===== config.mk =====
export PLATFORM = sky130hd
export DESIGN_NAME = i2c_word_lane_packer
export DESIGN_NICKNAME = d
export VERILOG_FILES = /design/src/rtl/i2c_word_lane_packer.sv
export SDC_FILE = /design/constraint.sdc
export NUM_CORES = 1
export LEC_CHECK = 0
export ABC_AREA = 1
export BUFFER_PORTS_ARGS = -buffer_cell sky130_fd_sc_hd__buf_2
export CAP_MARGIN = 20
export CORE_MARGIN = 4
export CORE_UTILIZATION = 25
export DETAILED_ROUTE_END_ITERATION = 8
export GPL_TIMING_DRIVEN = 0
export PLACE_DENSITY = 0.38
export SYNTH_ARGS = -nofsm -noshare
export SYNTH_HDL_FRONTEND = slang
export SYNTH_SLANG_ARGS = --single-unit

===== constraint.sdc =====
create_clock -name clk -period 4 [get_ports clk]
set_clock_uncertainty 0.2 [all_clocks]
set_input_delay 0.6 -clock clk [delete_from_list [all_inputs] [get_ports clk]]
set_output_delay 0.6 -clock clk [all_outputs]
set_load 0.02 [all_outputs]

===== src/rtl/i2c_word_lane_packer.sv =====
module i2c_word_lane_packer #(
  parameter int TX_DEPTH = 4,
  parameter int RX_DEPTH = 4,
  parameter int LEN_W    = 16
) (
  input  logic             clk,
  input  logic             rst_n,
  input  logic             tx_wr_en,
  input  logic [31:0]      tx_wr_data,
  output logic             tx_full,
  output logic             tx_empty,
  output logic             tx_overflow,
  input  logic             rx_rd_en,
  output logic [31:0]      rx_rd_data,
  output logic             rx_empty,
  output logic             rx_full,
  output logic             rx_underflow,
  input  logic             start,
  input  logic [LEN_W-1:0] start_len,
  input  logic             start_rx,
  output logic             busy,
  output logic             tx_byte_vld,
  output logic [7:0]       tx_byte,
  input  logic             tx_byte_take,
  input  logic             rx_byte_vld,
  input  logic [7:0]       rx_byte_in,
  output logic             rx_byte_rdy
);
  localparam int TXA = $clog2(TX_DEPTH);
  localparam int RXA = $clog2(RX_DEPTH);
  localparam logic [TXA-1:0] TX_LAST = TXA'(TX_DEPTH - 1);
  localparam logic [RXA-1:0] RX_LAST = RXA'(RX_DEPTH - 1);
  localparam logic [TXA:0]   TX_FULLV = (TXA+1)'(TX_DEPTH);
  localparam logic [RXA:0]   RX_FULLV = (RXA+1)'(RX_DEPTH);

  logic [31:0]      tx_mem [TX_DEPTH];
  logic [31:0]      rx_mem [RX_DEPTH];
  logic [TXA-1:0]   tx_wp, tx_rp;
  logic [RXA-1:0]   rx_wp, rx_rp;
  logic [TXA:0]     tx_cnt;
  logic [RXA:0]     rx_cnt;
  logic [LEN_W-1:0] rem;
  logic             rx_mode;
  logic [1:0]       lane;
  logic [31:0]      acc, acc_next;

  assign tx_full  = (tx_cnt == TX_FULLV);
  assign tx_empty = (tx_cnt == '0);
  assign rx_full  = (rx_cnt == RX_FULLV);
  assign rx_empty = (rx_cnt == '0);
  assign busy     = (rem != '0);

  wire [31:0] tx_head = tx_mem[tx_rp];
  assign tx_byte     = tx_head[{lane, 3'b000} +: 8];
  assign tx_byte_vld = busy && !rx_mode && !tx_empty;
  assign rx_byte_rdy = busy && rx_mode && !rx_full;
  assign rx_rd_data  = rx_mem[rx_rp];

  wire last_of_word = (lane == 2'd3) || (rem == LEN_W'(1));
  wire tx_step  = tx_byte_vld && tx_byte_take;
  wire rx_step  = rx_byte_rdy && rx_byte_vld;
  wire tx_push  = tx_wr_en && !tx_full;
  wire tx_pop   = tx_step && last_of_word;
  wire rx_push  = rx_step && last_of_word;
  wire rx_pop   = rx_rd_en && !rx_empty;
  wire start_ok = start && !busy && (start_len != '0);

  assign acc_next = acc | ({24'b0, rx_byte_in} << {lane, 3'b000});

  always_ff @(posedge clk) begin
    if (tx_push) tx_mem[tx_wp] <= tx_wr_data;
    if (rx_push) rx_mem[rx_wp] <= acc_next;
  end

  always_ff @(posedge clk or negedge rst_n) begin
    if (!rst_n) begin
      tx_wp <= '0; tx_rp <= '0; tx_cnt <= '0;
      rx_wp <= '0; rx_rp <= '0; rx_cnt <= '0;
      tx_overflow <= 1'b0; rx_underflow <= 1'b0;
    end else begin
      if (tx_wr_en && tx_full) tx_overflow <= 1'b1;
      if (rx_rd_en && rx_empty) rx_underflow <= 1'b1;
      if (tx_push) tx_wp <= (tx_wp == TX_LAST) ? '0 : tx_wp + 1'b1;
      if (tx_pop)  tx_rp <= (tx_rp == TX_LAST) ? '0 : tx_rp + 1'b1;
      if (rx_push) rx_wp <= (rx_wp == RX_LAST) ? '0 : rx_wp + 1'b1;
      if (rx_pop)  rx_rp <= (rx_rp == RX_LAST) ? '0 : rx_rp + 1'b1;
      case ({tx_push, tx_pop})
        2'b10:   tx_cnt <= tx_cnt + 1'b1;
        2'b01:   tx_cnt <= tx_cnt - 1'b1;
        default: tx_cnt <= tx_cnt;
      endcase
      case ({rx_push, rx_pop})
        2'b10:   rx_cnt <= rx_cnt + 1'b1;
        2'b01:   rx_cnt <= rx_cnt - 1'b1;
        default: rx_cnt <= rx_cnt;
      endcase
    end
  end

  always_ff @(posedge clk or negedge rst_n) begin
    if (!rst_n) begin
      rem <= '0; rx_mode <= 1'b0; lane <= '0; acc <= '0;
    end else if (start_ok) begin
      rem <= start_len; rx_mode <= start_rx; lane <= '0; acc <= '0;
    end else if (tx_step || rx_step) begin
      rem  <= rem - 1'b1;
      lane <= last_of_word ? 2'd0 : lane + 1'b1;
      acc  <= (rx_step && !last_of_word) ? acc_next : '0;
    end
  end
endmodule



After elaboration in Yosys (flattened, before gate mapping)
Memory sizes are Yosys's and may differ from the RTL's.
Index checks and enable logic that the tools add are counted.
W data, S select, Z words.
Word-level totals
  bits of input ports: 64
  bits in registers: 67
  bits in writable memories: 256
  memories kept: 2
  logic and storage cells: 88
Operators by class
  muxes and demuxes: 18
  eq/ne operators: 12
  shift operators: 2
  $add $sub $neg: 10
  bitwise operators: 1
  reduce and logical (&&, ||, !) cells: 31
Memories
  rx_mem: depth 4, bits a word 32, rd ports 1, clocked after Yosys merged registers in 0, write ports 1, RTL line 37  | logic [31:0] rx_mem [RX_DEPTH];
  tx_mem: depth 4, bits a word 32, rd ports 1, clocked after Yosys merged registers in 0, write ports 1, RTL line 36  | logic [31:0] tx_mem [TX_DEPTH];
Operators by type and width (count)
  $mux W32: 3
  $mux W16: 2
  $or A32 B32 Y32: 1
  $reduce_bool A16 Y1: 2
  $shiftx A32 B6 Y8: 1
  $shl A8 B5 Y32: 1
  $eq A16 B1 Y1 const B: 1
  $sub A16 B1 Y16 const B: 1
  $logic_and A1 B1 Y1: 15
  $eq A2 B2 Y1 const B: 7
  $mux W2: 7
  $pmux W3 S2: 2
  $add A2 B1 Y2 const B: 5
  $logic_not A1 Y1: 7
  $add A3 B1 Y3 const B: 2
  $eq A3 B3 Y1 const B: 2
  $logic_not A3 Y1: 2
  $reduce_bool A2 Y1: 3
  $sub A3 B1 Y3 const B: 2
  $eq A2 B1 Y1 const B: 2
  $mux W1: 4
  $logic_or A1 B1 Y1: 2

Longest topological paths before layout
Gate-level depths: netlist (run 1).
  depth in word-level cells: 8
  mapped depth: 15

Least setup slack after synthesis (run 1)
No wires, ideal clock.
  path type: reg-to-reg
  start: reg rem[0]
  end: mem rx_mem[0][0], enable pin
  arrival time: 2.690 ns
  cell stages (with the launch flop): 10
  path buffers: 0
  setup slack: 0.689 ns
  cell sequence: dfrtp_1 -> inv_1 -> ha_1 -> nand2_2 -> nor2_4 -> nand2_4 -> nand3_4 -> inv_1 -> nand2_1 -> nor2_1
Between the ends
  cells in the longest elaborated chain, start to end: 7
Ends and longest elaborated chain
  from (decl): RTL line 42  | logic [LEN_W-1:0] rem;
  from (signal assigned): RTL line 106  | rem <= rem - 1'b1;
  $reduce_bool A16 Y1: RTL line 51  | assign busy = (rem != '0);
  $logic_and A1 B1 Y1 (2 in series): RTL line 56  | assign rx_byte_rdy = busy && rx_mode && !rx_full;
  $logic_and A1 B1 Y1: RTL line 61  | wire rx_step = rx_byte_rdy && rx_byte_vld;
  $logic_and A1 B1 Y1 (*): RTL line 64  | wire rx_push = rx_step && last_of_word;
  $mux W1 (*): RTL line 72  | if (rx_push) rx_mem[rx_wp] <= acc_next;
  $mux W1 (implied by the code) (*): RTL line 72
  to (decl): RTL line 37
Mark *: on every way between the ends. The rest lies on a longest branch, timed or not.

Final worst setup path (run 1)
  start: reg lane[1]
  end: out tx_byte[0]
Between the ends
  cells in the longest elaborated chain, start to end: 1
Ends and longest elaborated chain
  from (decl): RTL line 44  | logic [1:0] lane;
  from (signal assigned): RTL line 107  | lane <= last_of_word ? 2'd0 : lane + 1'b1;
  $shiftx A32 B6 Y8: RTL line 54  | assign tx_byte = tx_head[{lane, 3'b000} +: 8];
  to (decl): RTL line 23  | output logic [7:0] tx_byte,
No other way between the ends.

==> results_dict.tcl, run 1 <==
set metrics [dict create \
    worstPathMaxFanout 10 \
    finalCritPeriodShare_pct 91.12 \
    io_pins 113 \
    synth_top_family_by_area "simple AND/OR/NAND/NOR gates" \
    max_freq_ghz 0.2744 \
    clkPwrFrac_pct 26.0 \
    dr.pass1.iters 5 \
    crit_path_start_kind "flip-flop" \
    nNetsFinal 1474 \
    syn_area_um2 13750 \
    antenna_found_initial 3 \
    die_w_um 242.6 \
    via_per_inst 4.468 \
    synth.avg_cell_area_um2 11.17 \
    fin_crit_ps 3645 \
    status "finished, final reports clean" \
    cts_tree "done" \
    r2r_cells 14 \
    finalMaxSlewViolations 0 \
    clock_path_buffers 3 \
    final_common_cell "nand2_1" \
    post_drt_wl_per_cell_um 19.06 \
    synth_fa_ha_area_share_pct 1.656 \
    clkTransAtPathRegs_ps 60 \
    switchingPower_mw 5.251 \
    synth_ff_type "edfxtp_1" \
    drv_cap 0 \
    crit_required_ps 3200 \
    grt_pass1_wl_um 61020 \
    holdWs_ps 83.05 \
    seqPwrFrac_pct 35.8 \
    power_density_nw_per_um2 794.1 \
    die_h_um 242.6 \
    yosys_warnings 0 \
    worstHoldStart "tx_wr_data[15]" \
    async_flop_share_pct 20.74 \
    h-tree-depth 2 \
    leakage_nw 6.437 \
    power_frac_comb_pct 38.2 \
    synth_compound_area_share_pct 10.37 \
    post-route-util_pct 30.85 \
    coreArea_um2 54130 \
    die_area_um2 58840 \
    synth_edf_count 256 \
    end_kind "output pin" \
    area_growth_syn_to_layout_pct 21.40 \
    reg2reg_slack_ps 820 \
    hold_violations 0 \
    final_antenna_net_count 0 \
    tightestPinTransition_ps 891.4 \
    place_area_um2 15460 \
    syn_inst 1231 \
    ys_ff_latch 323 \
    synth-simple-area-share_pct 15.79 \
    num_vias 9459 \
    antennaDiodeCount 0 \
    finalSetupViolCount 0 \
    ir_worst_vdd_v 0.0003292 \
    internal_power_mw 8.009 \
    rows 85 \
    drt_iter0_drc 521 \
    cts-root-buf "clkbuf_16" \
    gr-usage-all-layers_pct 13.66 \
    synth_xor_area_share_pct 0.7004 \
    synthMuxAreaShare_pct 0 \
    grt_max_degree 39 \
    hold_end "tx_mem[0][15]" \
    clock_latency_ps 540 \
    dp_hpwl_um 27820 \
    design_area_um2 16700 \
    critPathKind "reg2out" \
    grt_pass1_vias 9543 \
    r2r-end "rx_cnt[2]" \
    synth_cell_types 33 \
    seq_area_frac_synth_pct 68.08 \
    place_congestion 0.7541 \
    relSlewSlack_pct 40.57 \
    initial_utilization_pct 25.41 \
    rsz0062_at_grt "false" \
    final_cell_mix "nand2_1 (259), edfxtp_1 (256), nor2_1 (197)" \
    reg2reg_from "rem[0]" \
    numCtsBuffers 38 \
    hold_class "in2reg" \
    synth_nets 1312 \
    n_fill_cell 5541 \
    crit_arrival_ps 2840 \
    port_buffers 112 \
    overflow 0 \
    drive_gt1_share_pct 14.92 \
    drcViolationCount 0 \
    routed_wl_um 40360 \
    switching_share_pct 39.60 \
    cts_sinks 323 \
    min_path_cells 1 \
]
-- layer usage --
layer	global-route usage (%)	up-vias	wire (µm)
li1	-	4606	-
met1	18.08	4622	18290
met2	23.06	177	19640
met3	2.701	48	1756
met4	3.398	6	635
met5	0	-	31
-- flip-flops by register name, summed over array words and instances (netlist names) --
name and cells:
rx_wp 2, rx_rp 2, tx_wp 2, rx_cnt 3
acc 32, tx_mem 128, lane 2, tx_overflow 1
rem 16, rx_mode 1, tx_rp 2, rx_mem 128
rx_underflow 1, tx_cnt 3
-- cell type report --
type                    instances  area (µm²)  area share, %
plain buffers                  61       291.5          1.746
clock buffers                  48        1030          6.167
clock inverters                20       196.4          1.176
inverters                      48       180.2          1.079
multi-input cells             799        3983          23.85
flip-flops and latches        323        9364          56.08
well taps                     696       870.8          5.215
repair buffers                122       783.3          4.691
-- cells by family after synthesis --
group,count (synthesis)
flip-flops,323
XOR/XNOR,11
AND/OR/NAND/NOR,527
AO/OA/AOI/OAI,244
buffers and inverters,109
adder cells (fa/ha/maj),17
-- metrics by stage --
stage | setup TNS [ps] | setup slack, ps | instances | total power [mW]
6_report | 0 | 355.3 | 2117 | 13.26
5_1_grt | 0 | 106.9 | 2117 | 14.23
4_1_cts | 0 | 114.4 | 2117 | 13.53
3_5_place_dp | 0 | 717.0 | 2048 | 10.01
3_3_place_gp | -211040 | -1306 | 2039 | 9.899
2_1_floorplan | 0 | 689.3 | 1231 | 7.925
-- repair_timing --
item	CTS	global route
gates resized for setup	0	6
endpoints found under the setup margin	0	4
endpoints found under the hold margin	29	0
buffers inserted	0	0
hold buffers	1	0
-- synthesized netlist by cell type (all sizes together) (3+ instances only) --
master  number  share of area [%]
nand2      263                7.4
edfxtp     256                 56
nor2       213                6.2
o21ai      144                5.2
dfrtp       67                 12
inv         47                1.3
clkbuf      44                1.2
nand3       40                1.7
o211ai      32                1.7
o21bai      32                1.7
o22ai       32                1.5
buf         17               0.89
ha          15                1.4
nand3b       6               0.33
xor2         6               0.38
xnor2        5               0.32
nor3         3               0.11
-- worst max-delay path, stage by stage, from the launching register on --
cell	delay (ps)
dfrtp_1	380
clkbuf_1	260
inv_1	270
clkbuf_1	700
o211ai_1	330
nand2_1	180
buf_2	180
-- worst max path at each step --
| stage | from | end | slack, ps | cells past startpoint |
|---|---|---|---|---|
| 6_report | lane[1] | tx_byte[0] | 360 | 6 |
| 5_1_grt | rx_rp[0] | rx_rd_data[8] | 110 | 7 |
| 4_1_cts | rx_rp[0] | rx_rd_data[15] | 110 | 7 |
| 3_5_place_dp | rx_rp[0] | rx_rd_data[15] | 720 | 7 |
| 3_3_place_gp | rem[9] | rx_mem[0][10] | -1310 | 7 |
| 2_1_floorplan | rem[0] | rx_mem[0][0] | 690 | 9 |
-- power by group through the flow --
stage	logic, mW	clock network (mW)	registers (mW)
6_report	5.06	3.45	4.74
5_1_grt	5.72	3.70	4.81
4_1_cts	5.23	3.56	4.74
3_5_place_dp	5.21	0	4.81
3_3_place_gp	5.07	0	4.83
2_1_floorplan	3.18	0	4.75
(Power assumes the default switching activity.)
==> run 2, diff against run 1 <==
--- a/config.mk
+++ b/config.mk
@@ -10,9 +10,11 @@
 export CAP_MARGIN = 20
 export CORE_MARGIN = 4
 export CORE_UTILIZATION = 25
+export CTS_BUF_LIST = sky130_fd_sc_hd__clkbuf_4 sky130_fd_sc_hd__clkbuf_8
 export DETAILED_ROUTE_END_ITERATION = 8
 export GPL_TIMING_DRIVEN = 0
 export PLACE_DENSITY = 0.38
+export SLEW_MARGIN = 10
 export SYNTH_ARGS = -nofsm -noshare
 export SYNTH_HDL_FRONTEND = slang
 export SYNTH_SLANG_ARGS = --single-unit
==> results_dict.tcl, run 2 (synthesis results as in run 1) <==
set metrics [dict create \
    clock_path_buffers 3 \
    initial_utilization_pct 25.41 \
    end_kind "output pin" \
    drcViolationCount 0 \
    die_w_um 242.6 \
    power_density_nw_per_um2 759.8 \
    crit_path_cell_trace "clkbuf_1, inv_1, clkbuf_1, o211ai_1, nand2_1, buf_2" \
    relSlewSlack_pct 42.32 \
    post_drt_wl_per_cell_um 18.65 \
    grt_pass1_wl_um 61890 \
    area_growth_syn_to_layout_pct 23.38 \
    rows 85 \
    crit_slowest_cell "clkbuf_1" \
    port_buffers 112 \
    status "finished, final reports clean" \
    nNetsFinal 1529 \
    design_area_um2 16970 \
    place_area_um2 15460 \
    grt_pass1_vias 9921 \
    fin_crit_ps 3722 \
    die_h_um 242.6 \
    clkTransAtPathRegs_ps 60 \
    crit_path_start_kind "flip-flop" \
    leakage_nw 6.612 \
    cts_setup_buffers 0 \
    dp_hpwl_um 27820 \
    place_congestion 0.7541 \
    final_antenna_net_count 0 \
    num_vias 9722 \
    finalCritPeriodShare_pct 93.05 \
    dr.pass1.iters 5 \
    min_path_cells 5 \
    crit_arrival_ps 2920 \
    tightestPinTransition_ps 865.3 \
    via_per_inst 4.437 \
    max_freq_ghz 0.2687 \
    antenna_found_initial 0 \
    drive_gt1_share_pct 17.32 \
    grt_max_degree 39 \
    drt_iter0_drc 475 \
    die_area_um2 58840 \
    finalSetupViolCount 0 \
    routed_wl_um 40850 \
    ir_worst_vdd_v 0.0003075 \
    worst_slack_ps 278.1 \
    max_stage_delay_ps 680 \
    clock_latency_ps 650 \
    cts-root-buf "clkbuf_8" \
    cts_tree "done" \
    worstPathMaxFanout 10 \
    final_cell_mix "nand2_1 (259), edfxtp_1 (256), nor2_1 (197)" \
    final_common_cell "nand2_1" \
    drv_cap 0 \
    h-tree-depth 2 \
    coreArea_um2 54130 \
    cp_common_cell "clkbuf_1" \
    hold_class "in2reg" \
    io_pins 113 \
    finalMaxSlewViolations 0 \
    numCtsBuffers 58 \
    critPathKind "reg2out" \
    gr-usage-all-layers_pct 13.76 \
    antennaDiodeCount 0 \
    crit_required_ps 3200 \
    reg_top3 "rx_mem x128, tx_mem x128, acc x32" \
    r2r_cells 14 \
    rsz0062_at_grt "false" \
    hold_violations 0 \
    overflow 0 \
    cts_sinks 323 \
    preCtsSetupSlack_ps 717.0 \
]
==> run 2: cell types whose count changed in the layout (fill, tap and decap cells not counted), sizes merged <==
cell,delta
bufinv,-4
clkbuf,+36
clkinv,+6
clkinvlp,-1
dlygate4sd3,+35
inv,+2
==> run 2: repair_timing <==
item                                    CTS  global route
cloned                                    0             0
resized for setup                         2             6
hold buffers                             36             0
hold endpoints to repair                160             0
endpoints found under the setup margin    3             9
==> run 2: metal layers <==
metal	wire length [µm]	share of wire, %	global-route usage (%)	vias to the layer above
li1	-	-	-	4724
met1	18400	45	18.05	4719
met2	19810	48	23.35	222
met3	1985	4.9	2.678	57
met4	654	1.6	3.671	0
met5	0	0	0	-
==> run 2: layout make-up <==
cell class | count | area [µm²]
Buffer | 61 | 294.0
Clock buffer | 84 | 1025
Clock inverter | 23 | 120.1
Fill cell | 5551 | 37160
Inverter | 48 | 180.2
Multi-Input combinational cell | 799 | 3983
Sequential cell | 323 | 9364
Tap cell | 696 | 870.8
Timing Repair Buffer | 157 | 1134
==> run 2: power by group <==
| part | internal [mW] | switching (mW) |
|---|---|---|
| Sequential | 4.47 | 0.277 |
| Clock | 1.65 | 1.41 |
| Combinational | 1.49 | 3.60 |
==> run 2: metrics by stage <==
step | utilization [%] | cells | hold slack [ps] | TNS, ps | total power [mW]
after global placement | 28.05 | 2039 | 232.3 | -211040 | 9.899
after global routing | 31.35 | 2191 | 111.1 | 0 | 13.89
after floorplan | - | 1231 | 104.4 | 0 | 7.925
after detailed placement | 28.56 | 2048 | 242.7 | 0 | 10.01
final | 31.35 | 2191 | 105.0 | 0 | 12.89
after CTS | 31.34 | 2191 | 48.53 | 0 | 13.17
==> run 2: path summary, 6_finish.rpt <==
| check | from | end | slack [ps] |
|---|---|---|---|
| worst max-delay path | lane[1] | tx_byte[0] | 280 |
| max in group asynchronous | rst_n | acc[0] | 2760 |
| worst min register to register | rx_underflow | rx_underflow | 250 |
| worst min-delay path | start_len[8] | rem[8] | 110 |
| worst max register to register | rem[0] | rx_cnt[2] | 820 |
| min in group asynchronous | rst_n | rx_cnt[1] | 260 |
==> run 2: worst max-delay path: cells and delay by family (launching register included) <==
kind / cells / cell delay, ps
buffers and inverters: 4 / 1380
DFF: 1 / 380
AOI/OAI and AO/OA: 1 / 330
and+or+nand+nor: 1 / 180
==> run 3, diff against run 2 <==
--- a/config.mk
+++ b/config.mk
@@ -13,7 +13,6 @@
 export CTS_BUF_LIST = sky130_fd_sc_hd__clkbuf_4 sky130_fd_sc_hd__clkbuf_8
 export DETAILED_ROUTE_END_ITERATION = 8
 export GPL_TIMING_DRIVEN = 0
-export PLACE_DENSITY = 0.38
 export SLEW_MARGIN = 10
 export SYNTH_ARGS = -nofsm -noshare
 export SYNTH_HDL_FRONTEND = slang
==> results_dict.tcl, run 3 (synthesis results as in run 1) <==
set metrics [dict create \
    drt_iter0_drc 795 \
    h-tree-depth 2 \
    finalMaxSlewViolations 0 \
    crit_arrival_ps 3000 \
    drv_cap 0 \
    nNetsFinal 1506 \
    dr.pass1.iters 6 \
    clkTransAtPathRegs_ps 70 \
    cts_setup_buffers 0 \
    drive_gt1_share_pct 17.11 \
    end_kind "output pin" \
    crit_path_cell_trace "clkbuf_1, inv_1, clkbuf_1, clkbuf_1, nor2_1, o22ai_1, buf_2" \
    via_per_inst 4.557 \
    relSlewSlack_pct 45.14 \
    grt_pass1_wl_um 57430 \
    preCtsSetupSlack_ps 779.2 \
    final_common_cell "nand2_1" \
    num_vias 9870 \
    cts_sinks 323 \
    area_growth_syn_to_layout_pct 21.54 \
    critPathKind "reg2out" \
    tightestPinTransition_ps 820.9 \
    cp_common_cell "clkbuf_1" \
    ir_worst_vdd_v 0.0005413 \
    initial_utilization_pct 25.41 \
    final_cell_mix "nand2_1 (259), edfxtp_1 (256), nor2_1 (197)" \
    finalSetupViolCount 0 \
    overflow 0 \
    die_h_um 242.6 \
    post_drt_wl_per_cell_um 17.50 \
    grt_max_degree 56 \
    status "finished, final reports clean" \
    reg_top3 "rx_mem x128, tx_mem x128, acc x32" \
    dp_hpwl_um 25540 \
    rows 85 \
    numCtsBuffers 52 \
    final.setup.tns_ps 0 \
    routed_wl_um 37910 \
    io_pins 113 \
    cts_tree "done" \
    fin_crit_ps 3799 \
    crit_required_ps 3200 \
    p_total_mw 12.67 \
    die_w_um 242.6 \
    rsz0062_at_grt "false" \
    max_stage_delay_ps 540 \
    worstPathMaxFanout 10 \
    gr-usage-all-layers_pct 12.42 \
    hold_class "in2reg" \
    power_density_nw_per_um2 758.0 \
    clock_path_buffers 3 \
    worst_slack_ps 201.2 \
    cts-root-buf "clkbuf_8" \
    max_freq_ghz 0.2632 \
    coreArea_um2 54130 \
    leakage_nw 6.490 \
    clock_latency_ps 610 \
    final_antenna_net_count 0 \
    finalCritPeriodShare_pct 94.97 \
    crit_slowest_cell "clkbuf_1" \
    crit_path_start_kind "flip-flop" \
    port_buffers 112 \
    place_congestion 0.8327 \
    die_area_um2 58840 \
    drcViolationCount 0 \
    grt_pass1_vias 9762 \
    n_fill_cell 5448 \
    antenna_found_initial 6 \
    hold_violations 0 \
]
==> run 3: metrics by stage <==
stage | hold WS [ps] | util (%) | instance area (µm²) | std cells
final | 45.28 | 30.88 | 16720 | 2166
after CTS | 3.265 | 30.86 | 16710 | 2163
after detailed placement | 238.7 | 28.57 | 15470 | 2048
after floorplan | 104.4 | - | 13750 | 1231
after global routing | 4.742 | 30.88 | 16710 | 2165
after global placement | 242.2 | 28.05 | 15190 | 2039
==> run 3: worst paths after layout <==
kind / from / end / slack (ps) / cells after the start
worst max-delay path: rx_rp[0] / rx_rd_data[21] / 200 / 7
worst min-delay path: tx_wr_data[2] / tx_mem[2][2] / 50 / 1
worst max register to register: rem[0] / rx_cnt[2] / 860 / 14
worst min register to register: rx_underflow / rx_underflow / 250 / 1
max in group asynchronous: rst_n / rx_mode / 2810 / 3
min in group asynchronous: rst_n / rem[13] / 220 / 2
==> run 3: timing repair <==
item,in CTS,in global routing
resized for setup,0,4
hold endpoints to repair,132,0
endpoints found under the setup margin,0,6
hold buffers,19,0
==> run 3: metal layers <==
layer	track usage [%]	wire [µm]
met1	16.27	16140
met2	19.77	17280
met3	4.372	3699
met4	3.005	762
met5	0	34
==> run 3: final cells by class <==
type / instances / area [µm²] / area share [%]
Inverter: 48 / 180.2 / 1.078
Buffer: 61 / 290.3 / 1.736
Timing Repair Buffer: 140 / 970.9 / 5.808
Tap cell: 696 / 870.8 / 5.209
Sequential cell: 323 / 9364 / 56.01
Multi-Input combinational cell: 799 / 3983 / 23.82
Clock inverter: 21 / 143.9 / 0.8607
Antenna cell: 3 / 7.507 / 0.04491
Clock buffer: 75 / 907.1 / 5.426
==> run 3: worst max-delay path: cells and delay by family, from the launching register on <==
kind / cells / cell delay [ps]
AND/OR/NAND/NOR: 1 / 90
AO/OA/AOI/OAI: 1 / 310
buffers and inverters: 5 / 1570
flip-flops: 1 / 430
==> run 3: power breakdown <==
part	switching (mW)	leakage (nW)	total [mW]	internal, mW
combinational	3.56	2.71	5.04	1.48
clock	1.35	0.570	2.89	1.54
sequential	0.278	3.21	4.75	4.47
